File: src/rtl/ddrl_pkg.sv
package ddrl_pkg;

    localparam int NIB_W  = 4;
    localparam int BYTE_W = 2 * NIB_W;

    typedef logic [NIB_W-1:0]  nib_t;
    typedef logic [BYTE_W-1:0] byte_t;

    // One clock period of the port: the nibble pair plus its qualifier.
    typedef struct packed {
        logic frame;
        nib_t rise;
        nib_t fall;
    } beat_t;

    localparam beat_t IDLE_BEAT = '0;

    function automatic beat_t split_byte(input byte_t b, input bit hi_first);
        beat_t r;
        r.frame = 1'b1;
        if (hi_first) begin
            r.rise = b[BYTE_W-1:NIB_W];
            r.fall = b[NIB_W-1:0];
        end else begin
            r.rise = b[NIB_W-1:0];
            r.fall = b[BYTE_W-1:NIB_W];
        end
        return r;
    endfunction

    function automatic byte_t merge_beat(input beat_t x, input bit hi_first);
        return hi_first ? {x.rise, x.fall} : {x.fall, x.rise};
    endfunction

endpackage

File: src/rtl/ddrl_tx.sv
module ddrl_tx
    import ddrl_pkg::*;
#(
    parameter int LANES    = 2,
    parameter bit HI_FIRST = 1'b1
) (
    input  logic             clk,
    input  logic             rst,
    input  byte_t            in_data,
    input  logic             in_valid,
    output logic             in_ready,
    input  logic [LANES-1:0] hold_i,
    output beat_t            beat_o
);

    logic [LANES-1:0] hold_q;
    logic             take;

    always_ff @(posedge clk) begin
        if (rst) hold_q <= '0;
        else     hold_q <= hold_i;
    end

    assign in_ready = ~|hold_q;
    assign take     = in_valid && in_ready;

    always_ff @(posedge clk) begin
        if (rst)       beat_o <= IDLE_BEAT;
        else if (take) beat_o <= split_byte(in_data, HI_FIRST);
        else           beat_o <= IDLE_BEAT;
    end


    launch_frame_chk: assert property (@(posedge clk) disable iff (rst)
        in_valid && in_ready |=> beat_o.frame);


    idle_beat_chk: assert property (@(posedge clk) disable iff (rst)
        !(in_valid && in_ready) |=> beat_o == IDLE_BEAT);


    hold_ready_chk: assert property (@(posedge clk) disable iff (rst)
        (|hold_i) |=> !in_ready);


    hold_stop_chk: assert property (@(posedge clk) disable iff (rst)
        (|hold_i) && $past(|hold_i) |=> !beat_o.frame);

endmodule

File: src/rtl/ddrl_side.sv
module ddrl_side #(
    parameter int LANES = 2
) (
    input  logic             clk,
    input  logic             rst,
    input  logic             hold_req,
    output logic [LANES-1:0] lanes_o
);

    localparam int PH_W = (LANES > 1) ? $clog2(LANES) : 1;

    logic [PH_W-1:0] phase;

    always_ff @(posedge clk) begin
        if (rst)                             phase <= '0;
        else if (phase == PH_W'(LANES - 1))  phase <= '0;
        else                                 phase <= phase + 1'b1;
    end

    for (genvar k = 0; k < LANES; k++) begin : g_lane
        always_ff @(posedge clk) begin
            if (rst)                      lanes_o[k] <= 1'b0;
            else if (phase == PH_W'(k))   lanes_o[k] <= hold_req;
        end


        lane_slot_chk: assert property (@(posedge clk) disable iff (rst)
            lanes_o[k] != $past(lanes_o[k]) |-> $past(phase) == PH_W'(k));
    end


    hold_rise_chk: assert property (@(posedge clk) disable iff (rst)
        hold_req |=> |lanes_o);

endmodule

File: src/rtl/ddrl_fifo.sv
module ddrl_fifo
    import ddrl_pkg::*;
#(
    parameter int DEPTH = 16
) (
    input  logic                       clk,
    input  logic                       rst,
    input  logic                       wr_en,
    input  byte_t                      wr_data,
    input  logic                       rd_en,
    output byte_t                      rd_data,
    output logic                       empty,
    output logic                       full,
    output logic [$clog2(DEPTH+1)-1:0] level
);

    localparam int AW = (DEPTH > 1) ? $clog2(DEPTH) : 1;
    localparam int CW = $clog2(DEPTH + 1);

    byte_t         mem [DEPTH];
    logic [AW-1:0] wp, rp;
    logic          do_rd;

    assign empty   = (level == '0);
    assign full    = (level == CW'(DEPTH));
    assign rd_data = mem[rp];
    assign do_rd   = rd_en && !empty;

    always_ff @(posedge clk) begin
        if (wr_en) mem[wp] <= wr_data;
    end

    always_ff @(posedge clk) begin
        if (rst) begin
            wp    <= '0;
            rp    <= '0;
            level <= '0;
        end else begin
            if (wr_en) wp <= (wp == AW'(DEPTH - 1)) ? '0 : wp + 1'b1;
            if (do_rd) rp <= (rp == AW'(DEPTH - 1)) ? '0 : rp + 1'b1;
            case ({wr_en, do_rd})
                2'b10:   level <= level + 1'b1;
                2'b01:   level <= level - 1'b1;
                default: level <= level;
            endcase
        end
    end


    no_overflow_chk: assert property (@(posedge clk) disable iff (rst)
        wr_en |-> !full);


    head_hold_chk: assert property (@(posedge clk) disable iff (rst)
        !empty && !rd_en |=> !empty && $stable(rd_data));

endmodule

File: src/rtl/ddrl_rx.sv
module ddrl_rx
    import ddrl_pkg::*;
#(
    parameter int DEPTH       = 16,
    parameter int HOLD_MARGIN = 4,
    parameter int LANES       = 2,
    parameter bit HI_FIRST    = 1'b1
) (
    input  logic             clk,
    input  logic             rst,
    input  beat_t            beat_i,
    output logic [LANES-1:0] hold_o,
    output byte_t            out_data,
    output logic             out_valid,
    input  logic             out_ready
);

    localparam int CW       = $clog2(DEPTH + 1);
    localparam int HOLD_AT  = DEPTH - HOLD_MARGIN;
    localparam logic [CW-1:0] HOLD_LVL = CW'(HOLD_AT);

    beat_t         cap_q;
    logic          empty, full, hold_req;
    logic [CW-1:0] level;

    // Ideal capture of both edge phases.
    always_ff @(posedge clk) begin
        if (rst) cap_q <= IDLE_BEAT;
        else     cap_q <= beat_i;
    end

    ddrl_fifo #(.DEPTH(DEPTH)) u_buf (
        .clk    (clk),
        .rst    (rst),
        .wr_en  (cap_q.frame),
        .wr_data(merge_beat(cap_q, HI_FIRST)),
        .rd_en  (out_ready),
        .rd_data(out_data),
        .empty  (empty),
        .full   (full),
        .level  (level)
    );

    assign out_valid = !empty;
    assign hold_req  = (level >= HOLD_LVL);

    ddrl_side #(.LANES(LANES)) u_side (
        .clk     (clk),
        .rst     (rst),
        .hold_req(hold_req),
        .lanes_o (hold_o)
    );


    rx_latency_chk: assert property (@(posedge clk) disable iff (rst)
        beat_i.frame |=> ##1 out_valid);


    full_hold_chk: assert property (@(posedge clk) disable iff (rst)
        full |-> hold_req);

endmodule

File: src/rtl/ddrl_link.sv
module ddrl_link
    import ddrl_pkg::*;
#(
    parameter int DEPTH       = 16,
    parameter int HOLD_MARGIN = 4,
    parameter int SIDE_LANES  = 2,
    parameter bit HI_FIRST    = 1'b1
) (
    input  logic                  clk,
    input  logic                  rst,
    input  logic [7:0]            in_data,
    input  logic                  in_valid,
    output logic                  in_ready,
    output logic [3:0]            tx_rise_o,
    output logic [3:0]            tx_fall_o,
    output logic                  tx_frame_o,
    input  logic [SIDE_LANES-1:0] tx_hold_i,
    input  logic [3:0]            rx_rise_i,
    input  logic [3:0]            rx_fall_i,
    input  logic                  rx_frame_i,
    output logic [SIDE_LANES-1:0] rx_hold_o,
    output logic [7:0]            out_data,
    output logic                  out_valid,
    input  logic                  out_ready
);

    beat_t tx_beat, rx_beat;

    ddrl_tx #(.LANES(SIDE_LANES), .HI_FIRST(HI_FIRST)) u_tx (
        .clk     (clk),
        .rst     (rst),
        .in_data (in_data),
        .in_valid(in_valid),
        .in_ready(in_ready),
        .hold_i  (tx_hold_i),
        .beat_o  (tx_beat)
    );

    assign tx_rise_o  = tx_beat.rise;
    assign tx_fall_o  = tx_beat.fall;
    assign tx_frame_o = tx_beat.frame;

    assign rx_beat.frame = rx_frame_i;
    assign rx_beat.rise  = rx_rise_i;
    assign rx_beat.fall  = rx_fall_i;

    ddrl_rx #(
        .DEPTH      (DEPTH),
        .HOLD_MARGIN(HOLD_MARGIN),
        .LANES      (SIDE_LANES),
        .HI_FIRST   (HI_FIRST)
    ) u_rx (
        .clk      (clk),
        .rst      (rst),
        .beat_i   (rx_beat),
        .hold_o   (rx_hold_o),
        .out_data (out_data),
        .out_valid(out_valid),
        .out_ready(out_ready)
    );

endmodule

File: config.mk
export PLATFORM = sky130hd
export DESIGN_NAME = ddrl_link
export DESIGN_NICKNAME = d
export VERILOG_FILES = /design/src/rtl/ddrl_pkg.sv /design/src/rtl/ddrl_tx.sv /design/src/rtl/ddrl_side.sv /design/src/rtl/ddrl_fifo.sv /design/src/rtl/ddrl_rx.sv /design/src/rtl/ddrl_link.sv
export SDC_FILE = /design/constraint.sdc
export NUM_CORES = 1
export LEC_CHECK = 0
export BUFFER_PORTS_ARGS = -buffer_cell sky130_fd_sc_hd__buf_2
export CORE_ASPECT_RATIO = 1.5
export CORE_MARGIN = 4
export CORE_UTILIZATION = 40
export DETAILED_ROUTE_END_ITERATION = 8
export SLEW_MARGIN = 20
export SYNTH_ARGS = -nofsm -noshare
export SYNTH_HDL_FRONTEND = slang
export SYNTH_SLANG_ARGS = --single-unit
File: constraint.sdc
create_clock -name clk -period 6.35 [get_ports clk]
set_input_delay 1.5875 -clock clk [delete_from_list [all_inputs] [get_ports clk]]
set_output_delay 1.5875 -clock clk [all_outputs]
set_load 0.02 [all_outputs]
# After elaboration in Yosys (flattened, before gate mapping)
# Memory sizes are Yosys's and may differ from the RTL's. A register that Yosys moved wholly into a read port is not among the register bits.
# Index checks and enable logic that the tools add are counted.
[word_totals]
ff_bits = 36
ramBits = 128
inputBits = 23
out_inout_bits = 21
elab_cells = 42
n_memories = 1
[mem_list]
columns = ["memory", "depth", "word_bits", "read_ports", "rd_clocked_by_memory_dff", "wr", "line", "text"]
rows = [
  ["u_rx.u_buf.mem", 16, 8, 1, 1, 1, "ddrl_fifo.sv:20", "byte_t mem [DEPTH];"],
]
[classes]
add_sub_neg = 5
order_cmp = 1
eq_ne = 4
n_mux = 8
bitwise = 1
n_reduce_logical = 9
[op_table]
columns = ["cell", "count"]
rows = [
  ["$mux W4", 4],
  ["$pmux W5 S2", 1],
  ["$mux W9", 1],
  ["$add A4 B1 Y4 const B", 2],
  ["$eq A4 B4 Y1 const B", 2],
  ["$reduce_or A2 Y1", 3],
  ["$add A5 B1 Y5 const B", 1],
  ["$ge A5 B4 Y1 const B", 1],
  ["$logic_not A5 Y1", 1],
  ["$sub A5 B1 Y5 const B", 1],
  ["$eq A2 B1 Y1 const B", 1],
  ["$eq A2 B2 Y1 const B", 1],
  ["$logic_and A1 B1 Y1", 2],
  ["$logic_not A1 Y1", 2],
  ["$mux W1", 2],
  ["$reduce_bool A2 Y1", 1],
  ["$add A1 B1 Y1 const B", 1],
  ["$not A1 Y1", 1],
]

# Depth between registers and ports, before layout
[logic_depth]
depth_word = 5
depth_mapped = 11
ltp_nobuf = 9

# Modules after synthesis
# From an unflattened synthesis, not the netlist that was laid out.
[unflattened]
cells_unflattened = 341
area_unflattened_um2 = 6531.3
[by_module_without_submodules]
columns = ["mod", "instances", "cells_per_inst", "area_per_inst_um2", "seq_area_each_um2"]
rows = [
  ["ddrl_fifo", 1, 290, 5881.9, 4184.0],
  ["ddrl_tx", 1, 23, 310.3, 220.2],
  ["ddrl_rx", 1, 20, 247.7, 180.2],
  ["ddrl_side", 1, 8, 91.3, 60.1],
]

# Worst setup path after synthesis
# Ideal clock, no wire load.
[synth_timing]
path_kind = "input port to flip-flop"
from = "in out_ready"
to = "reg u_rx.u_buf.level[4]"
setup_ns = 0.123
t_arrival_ns = 3.251
t_required_ns = 6.227
setup_slack_ns = 2.976
stages = 9
path_buffers = 1
path_cell_list = "o31a_1 > ha_1 > clkbuf_1 > xor2_1 > ha_1 > nor2b_1 > a22oi_1 > a31oi_1 > mux2_1"
[synth_via]
elab_chain_len = 3
word_cells_on_any_way = 5
classes_between = "2 x eq/ne; 1 x mux; 2 x reduce/logical"
[synth_rtl]
columns = ["element", "line", "text"]
rows = [
  ["start: declaration", "ddrl_link.sv:24", "input logic out_ready"],
  ["$logic_and A1 B1 Y1 (*)", "ddrl_fifo.sv:27", "assign do_rd = rd_en && !empty;"],
  ["$eq A2 B1 Y1 or $eq A2 B2 Y1 (tied branches)", "ddrl_fifo.sv:41", "case ({wr_en, do_rd})"],
  ["$pmux W5 S2 or $reduce_bool A2 Y1 (tied branches)", "-", ""],
  ["end signal: assignment", "ddrl_fifo.sv:42", "2'b10: level <= level + 1'b1;"],
  ["end signal: assignment", "ddrl_fifo.sv:43", "2'b01: level <= level - 1'b1;"],
  ["end signal: assignment", "ddrl_fifo.sv:44", "default: level <= level;"],
  ["end: declaration", "ddrl_fifo.sv:14", "output logic [$clog2(DEPTH+1)-1:0] level"],
]
# Mark *: on every way between the ends. The rest lies on a longest branch, timed or not.
# A chain may end at the register's enable or synchronous reset.

==> flow_summary.json <==
{
  "dieHeight_um": 164,
  "tns_ps": 0,
  "grt_pass1_vias": 3326,
  "crit_required_ps": 4760,
  "drtIter0Drc": 205,
  "dpl_cell_area_mm2": 0.00689,
  "worst_clock_skew_ps": 10.7,
  "route.detailed.drc": 0,
  "rrSetupSlack_ps": 3550,
  "port_buffers": 43,
  "reg2reg_from": "u_rx.u_buf.level[2]",
  "cp_data_arrival_time_ps": 2830,
  "wirelength_mm": 12.6,
  "grt_use_total_pct": 14.6,
  "ys_types": 38,
  "wl_per_cell_um": 20.9,
  "layout-drive-gt1-share_pct": 23.2,
  "clock-sinks": 168,
  "cts_max_level": 4,
  "start_util_pct": 41.2,
  "postCtsSetupBuffers": 0,
  "final.min_clock_period_ps": 4420,
  "hold_depth": 1,
  "tightest_slew_ps": 1050,
  "min_from": "u_rx.u_side.phase",
  "dp_slack_ps": 2330,
  "antenna_left": 0,
  "whs_ps": 480,
  "place.gp.congestion": 0.699,
  "slew_headroom_pct": 30.3,
  "nFillCells": 1387,
  "final_area_mm2": 0.00748,
  "clockBufferDepth": 2,
  "die_width_um": 112,
  "vdd_ir_drop_max_uv": 212,
  "clockRootBuffer": "clkbuf_16",
  "slew_violations": 0,
  "crit_chain": "mux4_1 -> mux4_2 -> buf_2",
  "route.met3.wl_um": 477,
  "worstSetupPathType": "reg -> out",
  "vias_per_cell": 5.27,
  "ys_seq_area_share_pct": 71.3,
  "dp_hpwl_mm": 8.36,
  "reg2reg_depth": 9,
  "synth_area_per_cell_um2": 19.2,
  "m1WireLength_mm": 4.72,
  "p_leak_nw": 2.61,
  "cp_max_fo": 32,
  "insertion_delay_ps": 420,
  "diodes": 0,
  "max_freq_ghz": 0.226,
  "grt_overflow": 0,
  "final_cell_mix": "edfxtp_1, buf_2, dfxtp_1",
  "core_area_mm2": 0.0158,
  "numCtsBuffers": 17,
  "hold_viol": 0,
  "crit_slowest_cell": "dfxtp_2",
  "dieArea_mm2": 0.0184,
  "route.met2.wl_mm": 7.31,
  "yosys_warnings": 0,
  "rsz0062_at_grt": "no",
  "endpoint_kind": "output pin",
  "status": "finished clean",
  "synth-seq-cells": 168,
  "io_pins": 44,
  "final_common_cell": "edfxtp_1",
  "grt_max_degree": 33,
  "fin_crit_sh_pct": 69.6,
  "cts_tree": "yes",
  "max_stage_delay_ps": 1020,
  "num_vias": 3185,
  "row_count": 56,
  "syn_nets": 371,
  "path_delay_family": "multiplexers",
  "min_to": "u_rx.u_side.phase",
  "p_per_area_mw_per_mm2": 346,
  "firstDrtPassIters": 4,
  "cts_resized": 0,
  "cp.depth": 3,
  "nets": 419,
  "grt_pass1_wl_mm": 19.6,
  "rr_endpoint": "u_rx.u_buf.level[4]",
  "antenna_found_initial": 0,
  "min_path_type": "reg -> reg",
  "timing.final.ws_setup_ps": 1930,
  "worst-path-buf-inv": 1,
  "syn_area_mm2": 0.00652,
  "clk_pin_slew_worst_paths_ps": 70,
  "synth_cells": 340,
  "cts_hold_buf": 0,
  "critPathLaunchType": "register",
  "maxCapViolations": 0,
  "finalSetupViolations": 0,
  "area_growth_pct": 14.7,
  "topRoutingLayerUsed": "met4"
}
[flip-flops by register name (all words and copies together) (netlist names), named ones only]
name / cells
u_rx.u_buf.wp: 4
u_rx.cap_q: 9
u_rx.u_buf.mem: 128
u_rx.u_buf.level: 5
u_tx.beat_o: 9
u_rx.u_side.lanes_o: 2
u_rx.u_side.phase: 1
u_rx.u_buf.rp: 4
u_tx.hold_q: 2
[through the flow]
step / instances / util, % / total power [mW]
final: 604 / 47.2 / 2.59
after global routing: 604 / 47.2 / 2.71
after CTS: 604 / 47.2 / 2.62
after detailed placement: 572 / 43.5 / 1.64
after global placement: 572 / 43.5 / 1.62
after floorplan: 340 / - / 1.55
[logic make-up (layout without fill, tap and decap cells)]
group                    Yosys count  after routing  share of synthesized area (%)
AO/OA/AOI/OAI                     23             23                           2.23
XOR/XNOR                           6              6                          0.806
adder cells (fa/ha/maj)            8              8                           1.54
buffers and inverters             18             79                           1.75
flip-flops                       168            168                           71.3
multiplexers                      47             47                           16.3
AND/OR/NAND/NOR                   70             70                           6.09
[where the power goes]
group	internal [mW]	switching (mW)
combinational	0.169	0.160
clock	0.525	0.461
sequential	1.21	0.0654
[layer usage]
layer / vias to the layer above / track usage (%)
met5: - / 0
met4: 0 / 4.59
met3: 6 / 3.21
met2: 74 / 27.4
met1: 1643 / 16.4
li1: 1462 / -
[how the worst max path moves through the flow]
stage / end / slack (ps)
finish: out_data[7] / 1930
global placement: out_data[7] / 2310
detailed placement: out_data[7] / 2330
floorplan: u_rx.u_buf.level[4] / 2980
global route: out_data[7] / 1780
CTS: out_data[7] / 1870
[cell type report]
| cell class | instances | area [um^2] | area share [%] |
|---|---|---|---|
| multi-input combinational | 154 | 1760 | 23.5 |
| timing repair buffer | 44 | 223 | 2.98 |
| inverter | 3 | 11.3 | 0.151 |
| tap | 203 | 254 | 3.40 |
| sequential | 168 | 4650 | 62.1 |
| clock buffer | 17 | 425 | 5.69 |
| clock inverter | 15 | 160 | 2.14 |
[Yosys cell counts]
| library cell | n | share of area [%] |
|---|---|---|
| nor2_1 | 16 | 0.92 |
| and2_1 | 24 | 2.3 |
| edfxtp_1 | 128 | 59 |
| a211oi_1 | 1 | 0.12 |
| o21ai_0 | 3 | 0.23 |
| o311a_1 | 1 | 0.15 |
| buf_8 | 2 | 0.46 |
| nor4b_2 | 1 | 0.23 |
| buf_12 | 1 | 0.31 |
| a311oi_1 | 1 | 0.13 |
| mux4_2 | 16 | 5.5 |
| nor3_1 | 1 | 0.077 |
| ha_1 | 8 | 1.5 |
| a31oi_1 | 3 | 0.29 |
| dfxtp_1 | 40 | 12 |
| a41oi_1 | 1 | 0.13 |
| nand3b_1 | 1 | 0.12 |
| clkbuf_1 | 5 | 0.29 |
| nor2b_1 | 14 | 1.3 |
| xor2_1 | 5 | 0.67 |
| or3_1 | 3 | 0.29 |
| buf_6 | 1 | 0.17 |
| nor3b_1 | 1 | 0.12 |
| mux2i_1 | 5 | 0.77 |
| o31a_1 | 1 | 0.13 |
| and3_1 | 1 | 0.096 |
| inv_1 | 3 | 0.17 |
| nand2_1 | 4 | 0.23 |
| buf_1 | 6 | 0.35 |
| o21bai_1 | 1 | 0.12 |
| nand4b_1 | 1 | 0.13 |
| mux2_1 | 2 | 0.35 |
| nand3_1 | 3 | 0.23 |
| o31ai_1 | 1 | 0.12 |
| xnor2_1 | 1 | 0.13 |
| mux4_1 | 24 | 9.7 |
| a22oi_1 | 1 | 0.12 |
| a21oi_1 | 9 | 0.69 |
Note: power is estimated with default switching activity, not from simulation.
